[config.mk]
export PLATFORM = sky130hd
export DESIGN_NAME = phase_offset_corrector
export DESIGN_NICKNAME = d
export VERILOG_FILES = /design/src/rtl/pocr_pkg.sv /design/src/rtl/pocr_ref_tracker.sv /design/src/rtl/pocr_offset_ctrl.sv /design/src/rtl/pocr_delay_line.sv /design/src/rtl/phase_offset_corrector.sv
export SDC_FILE = /design/constraint.sdc
export NUM_CORES = 1
export LEC_CHECK = 0
export BUFFER_PORTS_ARGS = -buffer_cell sky130_fd_sc_hd__buf_2
export CORE_ASPECT_RATIO = 0.9
export CORE_MARGIN = 5
export CORE_UTILIZATION = 55
export DETAILED_ROUTE_END_ITERATION = 12
export GPL_ROUTABILITY_DRIVEN = 1
export PLACE_DENSITY = 0.83
export SLEW_MARGIN = 0
export SYNTH_ARGS = -nofsm -noshare
export SYNTH_HDL_FRONTEND = slang
export SYNTH_SLANG_ARGS = --single-unit
[constraint.sdc]
create_clock -name clk -period 4 [get_ports clk]
set_input_delay 0.8 -clock clk [delete_from_list [all_inputs] [get_ports clk]]
set_output_delay 0.8 -clock clk [all_outputs]
set_load 0.01 [all_outputs]
[src/rtl/pocr_pkg.sv]
package pocr_pkg;

  typedef enum logic [1:0] {
    DIR_HOLD = 2'd0,
    DIR_DOWN = 2'd1,
    DIR_UP   = 2'd2
  } slew_dir_e;

  // Shorter way home: lower half walks down, upper half walks up and wraps.
  function automatic slew_dir_e pick_dir(input int unsigned d, input int unsigned frame);
    if (d == 0) return DIR_HOLD;
    else if (d <= frame / 2) return DIR_DOWN;
    else return DIR_UP;
  endfunction

endpackage

[src/rtl/pocr_ref_tracker.sv]
module pocr_ref_tracker #(
  parameter int FRAME_TICKS = 200
) (
  input  logic                           clk,
  input  logic                           rst_n,
  input  logic                           ref_in,
  input  logic                           frame_pulse,
  output logic                           fall_evt,
  output logic [$clog2(FRAME_TICKS)-1:0] ref_phase
);
  localparam int PW = $clog2(FRAME_TICKS);
  localparam logic [PW-1:0] LAST = PW'(FRAME_TICKS - 1);

  logic          ref_q, ref_qq;
  logic [PW-1:0] pos, cur_phase;

  assign cur_phase = frame_pulse ? '0 : pos;
  assign fall_evt  = ref_qq & ~ref_q;

  always_ff @(posedge clk or negedge rst_n) begin
    if (!rst_n) begin
      ref_q     <= 1'b0;
      ref_qq    <= 1'b0;
      pos       <= '0;
      ref_phase <= '0;
    end else begin
      ref_q  <= ref_in;
      ref_qq <= ref_q;
      pos    <= (cur_phase == LAST) ? '0 : cur_phase + 1'b1;
      if (fall_evt) ref_phase <= cur_phase;
    end
  end
endmodule

[src/rtl/pocr_offset_ctrl.sv]
module pocr_offset_ctrl
  import pocr_pkg::*;
#(
  parameter int FRAME_TICKS   = 200,
  parameter int STEP_INTERVAL = 16
) (
  input  logic                           clk,
  input  logic                           rst_n,
  input  logic                           capture,
  input  logic                           clear,
  input  logic [$clog2(FRAME_TICKS)-1:0] ref_phase,
  output logic [$clog2(FRAME_TICKS)-1:0] delay
);
  localparam int PW = $clog2(FRAME_TICKS);
  localparam int TW = (STEP_INTERVAL > 1) ? $clog2(STEP_INTERVAL) : 1;
  localparam logic [PW-1:0] LAST     = PW'(FRAME_TICKS - 1);
  localparam logic [TW-1:0] TMR_LAST = TW'(STEP_INTERVAL - 1);

  logic          slewing;
  logic [TW-1:0] tmr;
  logic [PW-1:0] stepped;
  slew_dir_e     dir;

  always_comb begin
    dir = pick_dir(32'(delay), FRAME_TICKS);
    unique case (dir)
      DIR_DOWN: stepped = delay - 1'b1;
      DIR_UP:   stepped = (delay == LAST) ? '0 : delay + 1'b1;
      default:  stepped = delay;
    endcase
  end

  always_ff @(posedge clk or negedge rst_n) begin
    if (!rst_n) begin
      delay   <= '0;
      slewing <= 1'b0;
      tmr     <= '0;
    end else if (capture) begin
      delay   <= (ref_phase == '0) ? '0 : PW'(FRAME_TICKS) - ref_phase;
      slewing <= 1'b0;
      tmr     <= '0;
    end else if (clear) begin
      slewing <= 1'b1;
      tmr     <= '0;
    end else if (slewing) begin
      if (delay == '0) begin
        slewing <= 1'b0;
      end else if (tmr == TMR_LAST) begin
        tmr   <= '0;
        delay <= stepped;
      end else begin
        tmr <= tmr + 1'b1;
      end
    end
  end
endmodule

[src/rtl/pocr_delay_line.sv]
module pocr_delay_line #(
  parameter int FRAME_TICKS = 200
) (
  input  logic                           clk,
  input  logic                           rst_n,
  input  logic                           fall_evt,
  input  logic [$clog2(FRAME_TICKS)-1:0] delay,
  output logic                           vref
);
  localparam int PW = $clog2(FRAME_TICKS);

  logic          pend;
  logic [PW-1:0] cnt;

  always_ff @(posedge clk or negedge rst_n) begin
    if (!rst_n) begin
      pend <= 1'b0;
      cnt  <= '0;
      vref <= 1'b0;
    end else if (fall_evt) begin
      pend <= (delay != '0);
      cnt  <= delay - 1'b1;
      vref <= (delay == '0);
    end else if (pend) begin
      vref <= (cnt == '0);
      pend <= (cnt != '0);
      cnt  <= cnt - 1'b1;
    end else begin
      vref <= 1'b0;
    end
  end
endmodule

[src/rtl/phase_offset_corrector.sv]
module phase_offset_corrector #(
  parameter int FRAME_TICKS   = 200,
  parameter int STEP_INTERVAL = 16
) (
  input  logic                           clk,
  input  logic                           rst_n,
  input  logic                           ref_in,
  input  logic                           frame_pulse,
  input  logic                           capture,
  input  logic                           clear,
  output logic                           vref_pulse,
  output logic [$clog2(FRAME_TICKS)-1:0] delay_ticks,
  output logic                           offset_active
);
  localparam int PW = $clog2(FRAME_TICKS);

  logic          fall_evt;
  logic [PW-1:0] ref_phase;

  pocr_ref_tracker #(.FRAME_TICKS(FRAME_TICKS)) u_track (
    .clk(clk), .rst_n(rst_n), .ref_in(ref_in), .frame_pulse(frame_pulse),
    .fall_evt(fall_evt), .ref_phase(ref_phase)
  );

  pocr_offset_ctrl #(.FRAME_TICKS(FRAME_TICKS), .STEP_INTERVAL(STEP_INTERVAL)) u_ctrl (
    .clk(clk), .rst_n(rst_n), .capture(capture), .clear(clear),
    .ref_phase(ref_phase), .delay(delay_ticks)
  );

  pocr_delay_line #(.FRAME_TICKS(FRAME_TICKS)) u_dly (
    .clk(clk), .rst_n(rst_n), .fall_evt(fall_evt), .delay(delay_ticks),
    .vref(vref_pulse)
  );

  assign offset_active = (delay_ticks != '0);
endmodule

## Word-level counts from Yosys, hierarchy flattened

Cells that the tools add are included.
W data, S select, Z words.

- Flip-flop bits (word level): 41
- Output and inout bits: 10
- Word-level logic and storage cells: 66

- Reductions and logical operators: 12
- Eq/ne operators: 8
- $add $sub $neg: 6
- Bitwise gates (word level): 2
- Magnitude comparators: 1
- Mux-type cells: 27

Operators by type and width:

| kind | count |
|---|---|
| $mux W8 | 11 |
| $logic_not A8 Y1 | 3 |
| $mux W4 | 5 |
| $add A8 B1 Y8 const B | 2 |
| $eq A8 B8 Y1 const B | 2 |
| $pmux W8 S2 | 1 |
| $reduce_bool A8 Y1 | 2 |
| $sub A8 B1 Y8 const B | 2 |
| $le A8 B7 Y1 const B | 1 |
| $mux W1 | 8 |
| $sub A8 B8 Y8 const A | 1 |
| $reduce_bool A2 Y1 | 3 |
| $reduce_bool A3 Y1 | 2 |
| $reduce_and A5 Y1 | 1 |
| $add A4 B1 Y4 const B | 1 |
| $eq A4 B4 Y1 const B | 1 |
| $mux W2 | 2 |
| $ne A2 B2 Y1 const B | 2 |
| $ne A3 B3 Y1 const B | 1 |
| $eq A2 B1 Y1 const B | 1 |
| $eq A2 B2 Y1 const B | 1 |
| $reduce_and A2 Y1 | 1 |
| $and A1 B1 Y1 | 1 |
| $not A1 Y1 | 1 |

## Depth between registers and ports, before layout

Gate-level depths: netlist (run 1).

- Depth after elaboration: 10
- Mapped depth: 10

## Cells and area by module

From an unflattened synthesis (run 1), not the netlist that was laid out.

- Cell total of the unflattened synthesis: 298
- Area, all modules: 2760.1 µm²

Modules (own cells, without submodules):

| module | sequential area each (µm²) | cells an instance | area an instance (µm²) | times used |
|---|---|---|---|---|
| pocr_offset_ctrl | 325.3 | 156 | 1196.1 | 1 |
| pocr_ref_tracker | 450.4 | 72 | 803.3 | 1 |
| pocr_delay_line | 250.2 | 67 | 744.5 | 1 |
| phase_offset_corrector | 0.0 | 3 | 16.3 | 1 |

## Least setup slack after synthesis (run 1)

Ideal clock, no wire load.

- Path kind: reg-to-output
- Start: register u_ctrl.delay[0]
- End: output port offset_active
- Stages on the path, launching flop included: 7
- Data required time: 3200 ps
- Slack: 1575 ps
- Arrival time: 1625 ps
- Path buffers: 1
- Cell sequence: dfrtp_1 > inv_1 > ha_1 > or3b_1 > buf_2 > nor3_2 > nand3_1

- Longest elaborated chain between the ends: 1

RTL lines:

| element | line | RTL |
|---|---|---|
| from (decl) | pocr_offset_ctrl.sv:12 | `output logic [$clog2(FRAME_TICKS)-1:0] delay` |
| from (signal assigned) | pocr_offset_ctrl.sv:39 | `delay <= (ref_phase == '0) ? '0 : PW'(FRAME_TICKS) - ref_phase;` |
| from (signal assigned) | pocr_offset_ctrl.sv:50 | `delay <= stepped;` |
| $reduce_bool A8 Y1 | phase_offset_corrector.sv:35 | `assign offset_active = (delay_ticks != '0);` |
| to (decl) | phase_offset_corrector.sv:13 | `output logic offset_active` |

Every way passes these cells.

## Worst setup path in the final report (run 1)

- Start: register u_ctrl.delay[1]
- End: output port offset_active

Same word-level chain as after synthesis.

==> results list, run 1 <==
* Critical Path Source Type: register
- Top post-synthesis cells by count: sky130_fd_sc_hd__dfrtp_1, sky130_fd_sc_hd__nand2_1, sky130_fd_sc_hd__nor2_1, sky130_fd_sc_hd__o21ai_0, sky130_fd_sc_hd__xor2_1
* Layout cells sized above 1: 13.73%
* Time the final worst path needs with I/O delays and setup: 2.972 ns
- Setup Slack @ Placement: 1.387 ns
- Dividing the detail-routed wire length by the instance count gives 14.82 um.
- Tcrit/Tclk final: 74.30%
* Post-synth ARST share: 100.0%
* Req. time, crit path: 3.20 ns
- Timing-limited maximum frequency: 0.3365 GHz
* Dpl hpwl: 3693 um
- Most common flop cell mapped by yosys: sky130_fd_sc_hd__dfrtp_1
- Global routing used 3.632% of the available met3 tracks.
- The number of setup buffers added after CTS is 0.
- Number of endpoints with negative hold slack in the final report: 0
- Gpl congestion: 0.9595
* Post-DRT Antenna Nets: 0
- CTS tree: done
- Fin Hold WS: 0.3865 ns
* Final #Nets: 296
* Hold-fix buffer count after cts: 0
* Number of placed I/O pins: 16
* Net count after synthesis: 292
- Switching power: 513.3 uW
- Later-pin clock latency in the skew report: 0.30 ns
- Slew at the pin closest to its max-slew limit: 1.074 ns
- Classification of the worst setup path: reg2out
- On the worst path, the slowest cell contributes a delay of 0.47 ns.
- Setup violations remaining at the end of the flow were counted as 0.
- Total overflow reported by the global router: 0
* Grt met1 use: 25.19%
* H-Tree Depth: 2
* Die Wd: 81.70 um
- Global-route track usage on met2: 28.75%
- The core region is 4461 um2.
- Num rows: 23
- Sequential-to-total area share from yosys stat: 40.31%
- Total routed wirelength: 5129 um
- The first global-routing pass estimated 8480 um of wire.
- Total number of vias: 2,019
- Biggest area contributors in the synthesized netlist: sky130_fd_sc_hd__dfrtp_1, sky130_fd_sc_hd__xor2_1, sky130_fd_sc_hd__o21ai_0, sky130_fd_sc_hd__nand2_1, sky130_fd_sc_hd__xnor2_1
- Setup repair after global routing left no endpoint under its margin.
- The worst setup path is captured at an output port.
* Total power divided by cell area: 495.1 nW/um2
- Number of port buffers: 15
- Cell internal power was estimated by the tool at 822.2 uW.
- The initial antenna violation count was 0.
- Once routing completed, OpenROAD measured the worst setup slack at 1.028 ns.
- Static leakage: 0.001124 uW
* Effective utilization at floorplan: 57.05%
* Post-synthesis cell type with the largest combined area: sky130_fd_sc_hd__dfrtp_1
* Syn avg cell area: 9.122 um2
- Net switching is 38.43% of the power.
- Area of the mapped netlist: 2545 um2
- Number of distinct library cells after synthesis: 55
- For this run, design rule violations remaining after detail routing come to 0.
* Ordered cell list for the critical path: inv_1 > ha_1 > or3b_1 > nor3_2 > nand3_1 > buf_2
* Number of resized instances in the post-cts repair step: 0
- Max-cap violation count: 0
* Most frequent cell after synthesis: sky130_fd_sc_hd__dfrtp_1
- Global routing used 18.22% of the available tracks.
- The worst pin sits at a relative slew slack of 28.38%.
- Of the total power, registers draw 46.5%.
- Combinational logic burns 32.1% of the power.
- 0 antenna diodes ended up in the layout.
- Final cell count without fillers: 346
* Number of enable-type register cells in the synthesized netlist: 0
* Per-cell via count in the routed design: 5.835
* Post-Route Setup TNS: 0 ns
- Buffers from clock root to sink, at most: 2
- The flow ran to the end, and the final reports show no timing, DRC or antenna violations.
- Critical path peak fanout: 7
- Clk pin slew, worst setup/hold paths: 0.08 ns
- Share of total power in the clock network: 21.3%
- Die Ht: 74.53 um
- Across the VDD grid, the largest voltage drop is 256.7 uV.
- At the worst endpoint, the arrival time is 2.17 ns.
* Share of the synthesized area in the top cell type: 40.31%
- Layer carrying the most global-route usage: met2
* Synthesis-stage register bit count: 41
* Worst hold path type: reg2reg
- The cell sitting at the root of the clock tree is a sky130_fd_sc_hd__clkbuf_8.
- Cell count after synthesis: 279
- The floorplan step defined a die boundary enclosing 6089 um2.
- Yosys printed 0 warnings.
- Cell with the largest stage delay on the worst path: sky130_fd_sc_hd__dfrtp_1
- Number of global-route vias before repair: 1,750
* Maximum number of pins on one net before global-route repair: 42
* Count of placed standard cells including taps: 338
* Clock sink total: 41
* Number of detailed-routing iterations run before antenna repair: 5
* Growth of design area from synthesis to finish: 5.998%
- Max Slew Vio Count: 0
* Number of clock buffers inserted by TritonCTS: 5
- Number of DRC markers in iteration 0: 229
* Worst setup skew after layout: 0.003444 ns
==> per-layer routing <==
layer | up-vias | share of wire, %
met5 | - | 0
met4 | 0 | 1.7
met3 | 9 | 6.4
met2 | 68 | 47
met1 | 950 | 45
li1 | 992 | -
==> registers in the layout (all words and copies together) (netlist names) <==
register,cells
u_track.pos,8
u_track.ref_q,1
u_ctrl.slewing,1
u_dly.cnt,8
u_track.ref_phase,8
u_ctrl.tmr,4
u_dly.vref,1
u_track.ref_qq,1
u_ctrl.delay,8
u_dly.pend,1
==> path summary, 6_finish.rpt <==
path                                  from               to  slack [ns]  cells after the start
hold reg to reg              u_track.ref_q   u_track.ref_qq        0.39                      0
hold / removal               u_track.ref_q   u_track.ref_qq        0.39                      0
setup / recovery           u_ctrl.delay[1]    offset_active        1.03                      6
setup reg to reg           u_ctrl.delay[1]  u_ctrl.delay[3]        1.50                      7
min in group asynchronous            rst_n  u_ctrl.delay[7]        0.61                      1
max in group asynchronous            rst_n  u_ctrl.delay[6]        2.82                      1
==> kinds of logic after synthesis <==
logic type,after synthesis,synth area share (%)
flops,41,40.31
mux,5,2.163
simple gates,106,21.83
xor+xnor,25,8.604
buf+inv,30,5.555
compound gates,65,18.09
fa+ha+maj,7,3.441
==> worst max-delay path: cells and delay by family (launching register included) <==
kind	cells	cell delay, ns
simple gates	3	0.89
flops	1	0.47
buf+inv	2	0.29
fa+ha+maj	1	0.22
==> cell type report <==
type                       instances  area [um2]
tap                               62       77.57
sequential                        41        1026
fill                             381        1763
timing repair buffer              15       75.07
clock buffer                       6       82.58
multi-input combinational        208        1378
clock inverter                     2       13.76
inverter                          12       45.04
==> layout by cell type (no fill, tap or decap), drive strengths merged, types with 5 or more instances in the layout <==
master	n
xor2	14
nor2	24
buf	15
nand3	9
o21a	5
or4	5
o21ai	21
nand2	26
inv	12
ha	7
clkbuf	6
dfrtp	41
xnor2	11
nor3	8
a21oi	10
nand2b	11
o211ai	6
==> power groups by stage <==
stage	clock (uW)	sequential [uW]	combinational [uW]
after floorplan	0	568	377
after global placement	0	621	414
after CTS	293	618	433
after global routing	316	638	477
final	285	621	429
after detailed placement	0	627	428
==> per-stage QoR <==
stage	cell area [um2]	util, %	total power (uW)
2_1_floorplan	2545	-	945.1
3_3_place_gp	2601	58.32	1035
3_5_place_dp	2601	58.32	1056
4_1_cts	2698	60.48	1345
5_1_grt	2698	60.48	1430
6_report	2698	60.48	1335
Power figures use the tool's default switching activity.
==> inputs of run 2 (changes only) <==
- clock period: 4 -> 2.8 ns (I/O delays scaled with it)
==> results list, run 2 (synthesis results as in run 1) <==
- Total overflow reported by the global router: 0 (unchanged)
- The quantity of I/O buffers inserted on ports was 15 (unchanged).
- Max Slew Vio Count: 0 (unchanged)
* Fin Hold WS: 0.3625 ns (-0.02399 ns)
- Sequential power share: 44.0% (-2.5 points)
- The maximum number of pins on one net before global-route repair is 42 (unchanged).
* Final Total Pwr: 2000 uW (+50%)
- Number of DRC markers in iteration 0: 196 (-14%)
- Timing startpoint of the critical path: u_ctrl.delay[0]
* Fraction of power spent switching nets: 37.36% (-1.1 points)
- Grouping stages by cell kind, the critical path spends the most delay in simple AND/OR/NAND/NOR gates.
- The sequential cell area is 1026 um2 (unchanged).
- Worst max-slew margin expressed relative to the limit: 31.33% (+2.9 points)
- The detailed-route wire length was 5139 um (+0.19%).
* Number of antenna violations at the first check in global routing: 0 (unchanged)
- Count of placed standard cells including taps: 340 (+0.59%)
- Worst Setup Slack, final: 0.1820 ns (-0.8458 ns)
* CP Data Arrival Time: 2.06 ns (-0.11 ns)
- The slowest stage of the critical path is the sky130_fd_sc_hd__dfrtp_1 cell.
* Setup Slack @ Placement: 0.4104 ns (-0.9762 ns)
- The static power due to leakage was 0.001135 uW (+1.0%).
- The worst path uses 93.50% of the clock period.
- Critical path buffer and inverter count: 2 (unchanged)
- The library cells used most frequently in the layout, excluding fill and tap cells, are sky130_fd_sc_hd__dfrtp_1, sky130_fd_sc_hd__nand2_1, sky130_fd_sc_hd__nor2_1.
* Gpl congestion: 0.9125 (-4.9%)
* Ordered cell list for the critical path: inv_1 > ha_1 > or3b_4 > nor3_4 > nand3_1 > buf_2
- The clock network latency to the later pin of the worst-skew pair is 0.30 ns (about the same).
* Floorplan core area: 4461 um2 (unchanged)
- Layout cells sized above 1: 14.34% (+0.60 points)
- Num rows: 23 (unchanged)
- Number of endpoints with negative hold slack in the final report: 0 (unchanged)
- Max-cap violation count: 0 (unchanged)
- The fill cell instance count of the final layout is 388 (+1.8%).
- Number of detailed-routing iterations run before antenna repair: 4 (-1)
- The internal power component came to 1253 uW (+52%).
- Time the final worst path needs with I/O delays and setup: 2.618 ns
- Worst flop-to-flop path startpoint: u_ctrl.delay[0]
- Critical Path Source Type: register
- The number of cells in the finished layout apart from fillers is 348 (+0.58%).
* Final antenna diode count: 0 (unchanged)
- Final Setup Violations: 0 (unchanged)
- VDD IR-drop max: 414.6 uV (+62%)
- The library cell used most frequently in the layout, excluding fill and tap cells, is sky130_fd_sc_hd__dfrtp_1.
- The run finished with clean final reports.
* Total global-route track usage: 19.15% (+0.93 points)
* Number of placed I/O pins: 16 (unchanged)
- The initial cell density of the core was 57.05% (unchanged).
- Switching power: 747.3 uW (+46%)
* Slew at the pin closest to its max-slew limit: 1.030 ns (-0.04419 ns)
- Clk root buf: sky130_fd_sc_hd__clkbuf_8
* Worst hold path type: in2reg
- Number of global-route vias before repair: 1,900 (+8.6%)
* Clock sink total: 41 (unchanged)
- The half-perimeter wire length after placement was 3733 um (+1.1%).
* Final #Nets: 298 (+0.68%)
- The worst hold path begins at ref_in.
- The horizontal die dimension was 81.70 um (unchanged).
- Combinational share of power: 32.0% (about the same)
- Post-Route Setup TNS: 0 ns (unchanged)
- The number of buffers added by the clock tree synthesis step came to 5 (unchanged).
- The power density normalized to cell area is 731.1 nW/um2 (+48%).
- Crit. End Element: output port
* Largest stage delay on the critical path: 0.47 ns (about the same)
- The worst clock skew on the final layout is 0.005347 ns (+0.001903 ns).
- Critical path peak fanout: 9 (+2)
* Per-cell via count in the routed design: 5.779 (-0.97%)
- Post-DRT Antenna Nets: 0 (unchanged)
* Area taken by multi-input logic gates: 1386 um2 (+0.64%)
- The number of H-tree branching levels was 2 (unchanged).
* DRC viols: 0 (unchanged)
* Timing-limited maximum frequency: 0.3820 GHz
- The wire length of the first global-routing pass is 8887 um (+4.8%).
* Growth of design area from synthesis to finish: 7.522%
- The routed via count is 2,011 (-0.40%).
* Classification of the worst setup path: reg2out
* Clk pin slew, worst setup/hold paths: 0.08 ns (about the same)
- Setup repair after global routing missed its margin: false
- Buffers from clock root to sink, at most: 2 (unchanged)
- Share of total power in the clock network: 24.0% (+2.7 points)
- Die Area: 6089 um2 (unchanged)
* CTS tree: done
* Die Ht: 74.53 um (unchanged)
- Routed length per instance: 14.77 um (-0.38%)
- The worst endpoint required time was 2.24 ns (-0.96 ns).
## run 2: cell count changes in the layout (fill, tap and decap cells not counted)
cell / change
sky130_fd_sc_hd__or3b_1: -1
sky130_fd_sc_hd__clkinv_2: -1
sky130_fd_sc_hd__clkbuf_1: +1
sky130_fd_sc_hd__clkbuf_8: -1
sky130_fd_sc_hd__bufinv_16: +1
sky130_fd_sc_hd__buf_4: +2
sky130_fd_sc_hd__or3b_4: +1
sky130_fd_sc_hd__nor3_4: +1
sky130_fd_sc_hd__nor3_2: -1
## run 2: stage by stage
step	area [um2]	utilization (%)
4_1_cts	2728	61.15
3_5_place_dp	2616	58.65
5_1_grt	2736	61.35
6_report	2736	61.35
3_3_place_gp	2616	58.65
2_1_floorplan	2545	-
## run 2: worst paths after layout
kind,end,slack [ns],cells past startpoint
worst max-delay path,offset_active,0.18,6
worst min-delay path,u_track.ref_q,0.36,1
worst max register to register,u_ctrl.delay[6],0.48,8
worst min register to register,u_track.ref_qq,0.37,0
max in group asynchronous,u_track.pos[3],1.86,1
min in group asynchronous,u_dly.cnt[5],0.38,1
## run 2: repair_timing
action | 4_1_cts | 5_1_grt
resized for setup | 0 | 2
hold buffers | 0 | 0
buffers inserted | 0 | 0
endpoints found under the hold margin | 0 | 0
endpoints found under the setup margin | 0 | 1
## run 2: layer usage
layer / share of wire (%) / global-route usage (%) / wire (um) / vias up
li1: - / - / - / 999
met1: 46 / 26.57 / 2356 / 962
met2: 48 / 30.20 / 2442 / 41
met3: 5.1 / 3.995 / 263 / 9
met4: 1.5 / 6.089 / 76 / 0
met5: 0 / 0 / 0 / -
## run 2: final cells by class
cell class                      instances  share of cell area, %
Sequential cell                        41                  37.49
Clock inverter                          2                  1.417
Tap cell                               62                  2.835
Inverter                               12                  1.646
Clock buffer                            6                  2.652
Multi-Input combinational cell        208                  50.66
Timing Repair Buffer                   17                  3.292
## run 2: power groups by stage
stage / Combinational [uW] / Clock, uW / Sequential (uW)
global route: 717 / 517 / 903
detailed placement: 632 / 0 / 886
finish: 639 / 480 / 881
CTS: 641 / 489 / 873
floorplan: 539 / 0 / 811
global placement: 618 / 0 / 877
==> inputs of run 3 (changes only) <==
- CORE_ASPECT_RATIO: 0.9 -> unset
- PLACE_DENSITY: 0.83 -> unset
- PLACE_DENSITY_LB_ADDON: unset -> 0.2
==> results list, run 3 (synthesis results as in run 1) <==
- The run finished with clean final reports.
- Number of placed I/O pins: 16 (unchanged)
- The detail-routed via count per cell is 5.944 (+2.9%).
- Classification of the worst setup path: reg2out
- The worst relative slew slack is 27.50% (-3.8 points).
- Post-CTS repair timing setup buffer count: 0 (unchanged)
- The instance area at placement is 2611 um2 (-0.19%).
* Max-cap violation count: 0 (unchanged)
- VDD IR-drop max: 357.2 uV (-14%)
- Number of resized instances in the post-cts repair step: 0 (unchanged)
- The register-to-register setup slack is 0.44 ns (-0.04 ns).
- Tracing the worst setup path back leads to its startpoint at u_ctrl.delay[0].
- Setup repair after global routing missed its margin: false
- The average wire length per cell after detail routing is 15.32 um (+3.7%).
- The number of H-tree branching levels is 2 (unchanged).
* Req. time, crit path: 2.24 ns (about the same)
- The hold buffer count at CTS is 0 (unchanged).
* Floorplan core area: 4414 um2 (-1.0%)
- The worst setup path is captured at an output port.
- Most frequent cells in the layout: sky130_fd_sc_hd__dfrtp_1, sky130_fd_sc_hd__nand2_1, sky130_fd_sc_hd__nor2_1
- Critical Path Source Type: register
- CTS tree: done
* Critical path buffer and inverter count: 2 (unchanged)
- Die Area: 6088 um2 (about the same)
- The layout cell share with drive strength beyond 1 came to 14.34% (unchanged).
- The count of antenna diodes in the layout is 0 (unchanged).
* Largest stage delay on the critical path: 0.48 ns (about the same)
- The number of DRC violations after detailed-routing iteration 0 came to 130 (-34%).
* Num rows: 24 (+4.3%)
* Dpl hpwl: 3687 um (-1.2%)
- Clock sink total: 41 (unchanged)
- The max-slew violation count is 0 (unchanged).
* Ordered cell list for the critical path: inv_1 > ha_1 > or3b_1 > nor3_4 > nand3_1 > buf_2
- Static leakage: 0.001127 uW (-0.72%)
* Total global-route track usage: 17.89% (-1.3 points)
- The vertical die dimension was 78.03 um (+4.7%).
- On the critical path, the stage with the largest delay is an instance of sky130_fd_sc_hd__or3b_1.
* Number of clock buffers inserted by TritonCTS: 5 (unchanged)
- R2r worst-path depth: 8 (unchanged)
- Maximum number of pins on one net before global-route repair: 42 (unchanged)
- The arrival time at the worst endpoint came to 2.10 ns (+0.04 ns).
- Clk pin slew, worst setup/hold paths: 0.08 ns (about the same)
- The net count of the finished layout is 299 (+0.34%).
- Later-pin clock latency in the skew report: 0.29 ns (about the same)
- Relative to the synthesized area, the layout overhead comes to 6.391%.
- The path with the worst hold slack has its endpoint at u_track.ref_qq.
- Summed area of non-filler cells in the final layout: 2708 um2 (-1.1%)
- CTS placed an instance of sky130_fd_sc_hd__clkbuf_8 at the clock tree root.
* Number of endpoints with negative hold slack in the final report: 0 (unchanged)
- Most common library cell in the layout ignoring fill and taps: sky130_fd_sc_hd__dfrtp_1
- Wire length of the first global-routing pass: 8880 um (about the same)
- Critical path peak fanout: 9 (unchanged)
- Die Wd: 78.03 um (-4.5%)
- Top Family by Delay on Critical Path: simple AND/OR/NAND/NOR gates
- Effective utilization at floorplan: 57.65% (+0.60 points)
- The total negative setup slack was 0 ns (unchanged).
- Final cell utilization of the core: 61.34% (about the same)
- The min-delay analysis places its worst path in the category reg2reg.
- Slew at the pin closest to its max-slew limit: 1.088 ns (+0.05746 ns)
- The total global routing overflow came to 0 (unchanged).
- DRC viols: 0 (unchanged)
- The cell depth of the worst min-delay path was 0 (-1).
* Total power divided by cell area: 701.4 nW/um2 (-4.1%)
- Fin Hold WS: 0.3702 ns (+0.007671 ns)
* Number of port buffers: 15 (unchanged)
* Post-DRT Antenna Nets: 0 (unchanged)
- Tcrit/Tclk final: 95.06% (+1.6 points)
- The number of setup violations in the final report came to 0 (unchanged).
- The final critical path time including I/O delays and setup is 2.662 ns (+0.04363 ns).
* Gpl congestion: 0.9184 (+0.65%)
* Number of antenna violations at the first check in global routing: 0 (unchanged)
* Worst reg2reg path endpoint: u_ctrl.delay[7]
- Timing-limited maximum frequency: 0.3757 GHz (-1.6%)
- Number of detailed-routing iterations run before antenna repair: 4 (unchanged)
- The number of global-route vias before repair is 1,862 (-2.0%).
- The worst register-to-register path begins at u_ctrl.delay[0].
- Worst setup skew after layout: 0.009104 ns (+0.003757 ns)
- The routed via count was 2,009 (-0.099%).
- In this run the most critical hold path is launched from u_track.ref_q.
* Buffers from clock root to sink, at most: 2 (unchanged)
- The detailed-route wire length was 5177 um (+0.74%).
## run 3: changes by cell type in the layout (fill, tap and decap cells not counted), sizes merged
cell,before,now
buf,17,18
bufinv,1,0
clkinv,1,0
clkinvlp,0,1
## run 3: how the worst max path moves through the flow
stage,slack [ns],endpoint,cells past startpoint
final,0.14,offset_active,6
after global routing,0.02,offset_active,6
after CTS,0.12,offset_active,6
after detailed placement,0.44,offset_active,6
after global placement,0.50,offset_active,6
after floorplan,0.62,offset_active,6
## run 3: cell type report
type / instances / area [um2]
clock buffer: 6 / 82.58
clock inverter: 1 / 7.507
fill: 374 / 1707
inverter: 12 / 45.04
multi-input combinational: 208 / 1384
sequential: 41 / 1026
tap: 52 / 65.06
timing repair buffer: 18 / 97.59
## run 3: stage by stage
step | instances | worst slack (ns) | power [uW]
2_1_floorplan | 279 | 0.6154 | 1350
3_3_place_gp | 331 | 0.4959 | 1498
3_5_place_dp | 331 | 0.4445 | 1510
4_1_cts | 338 | 0.1168 | 1914
5_1_grt | 338 | 0.02434 | 2042
6_report | 338 | 0.1384 | 1899
## run 3: worst reg2reg max path: stages, from the launching register on
cell,delay (ns)
sky130_fd_sc_hd__dfrtp_1,0.47
sky130_fd_sc_hd__inv_1,0.11
sky130_fd_sc_hd__ha_1,0.21
sky130_fd_sc_hd__or3b_1,0.48
sky130_fd_sc_hd__o21a_1,0.35
sky130_fd_sc_hd__a21oi_4,0.23
sky130_fd_sc_hd__buf_4,0.21
sky130_fd_sc_hd__a31oi_2,0.05
sky130_fd_sc_hd__a22oi_2,0.16
## run 3: per-layer routing
| metal | up-vias | global-route usage (%) | wire length (um) |
|---|---|---|---|
| met4 | 0 | 5.068 | 62 |
| met5 | - | 0 | 0 |
| met3 | 6 | 3.318 | 265 |
| met1 | 964 | 24.78 | 2372 |
| li1 | 995 | - | - |
| met2 | 44 | 28.80 | 2477 |
## run 3: power by group
part | total, uW | leakage (uW) | internal [uW] | switching [uW]
Combinational | 635 | 0.000559 | 283 | 352
Sequential | 872 | 0.000525 | 700 | 172
Clock | 392 | 0.0000433 | 195 | 197
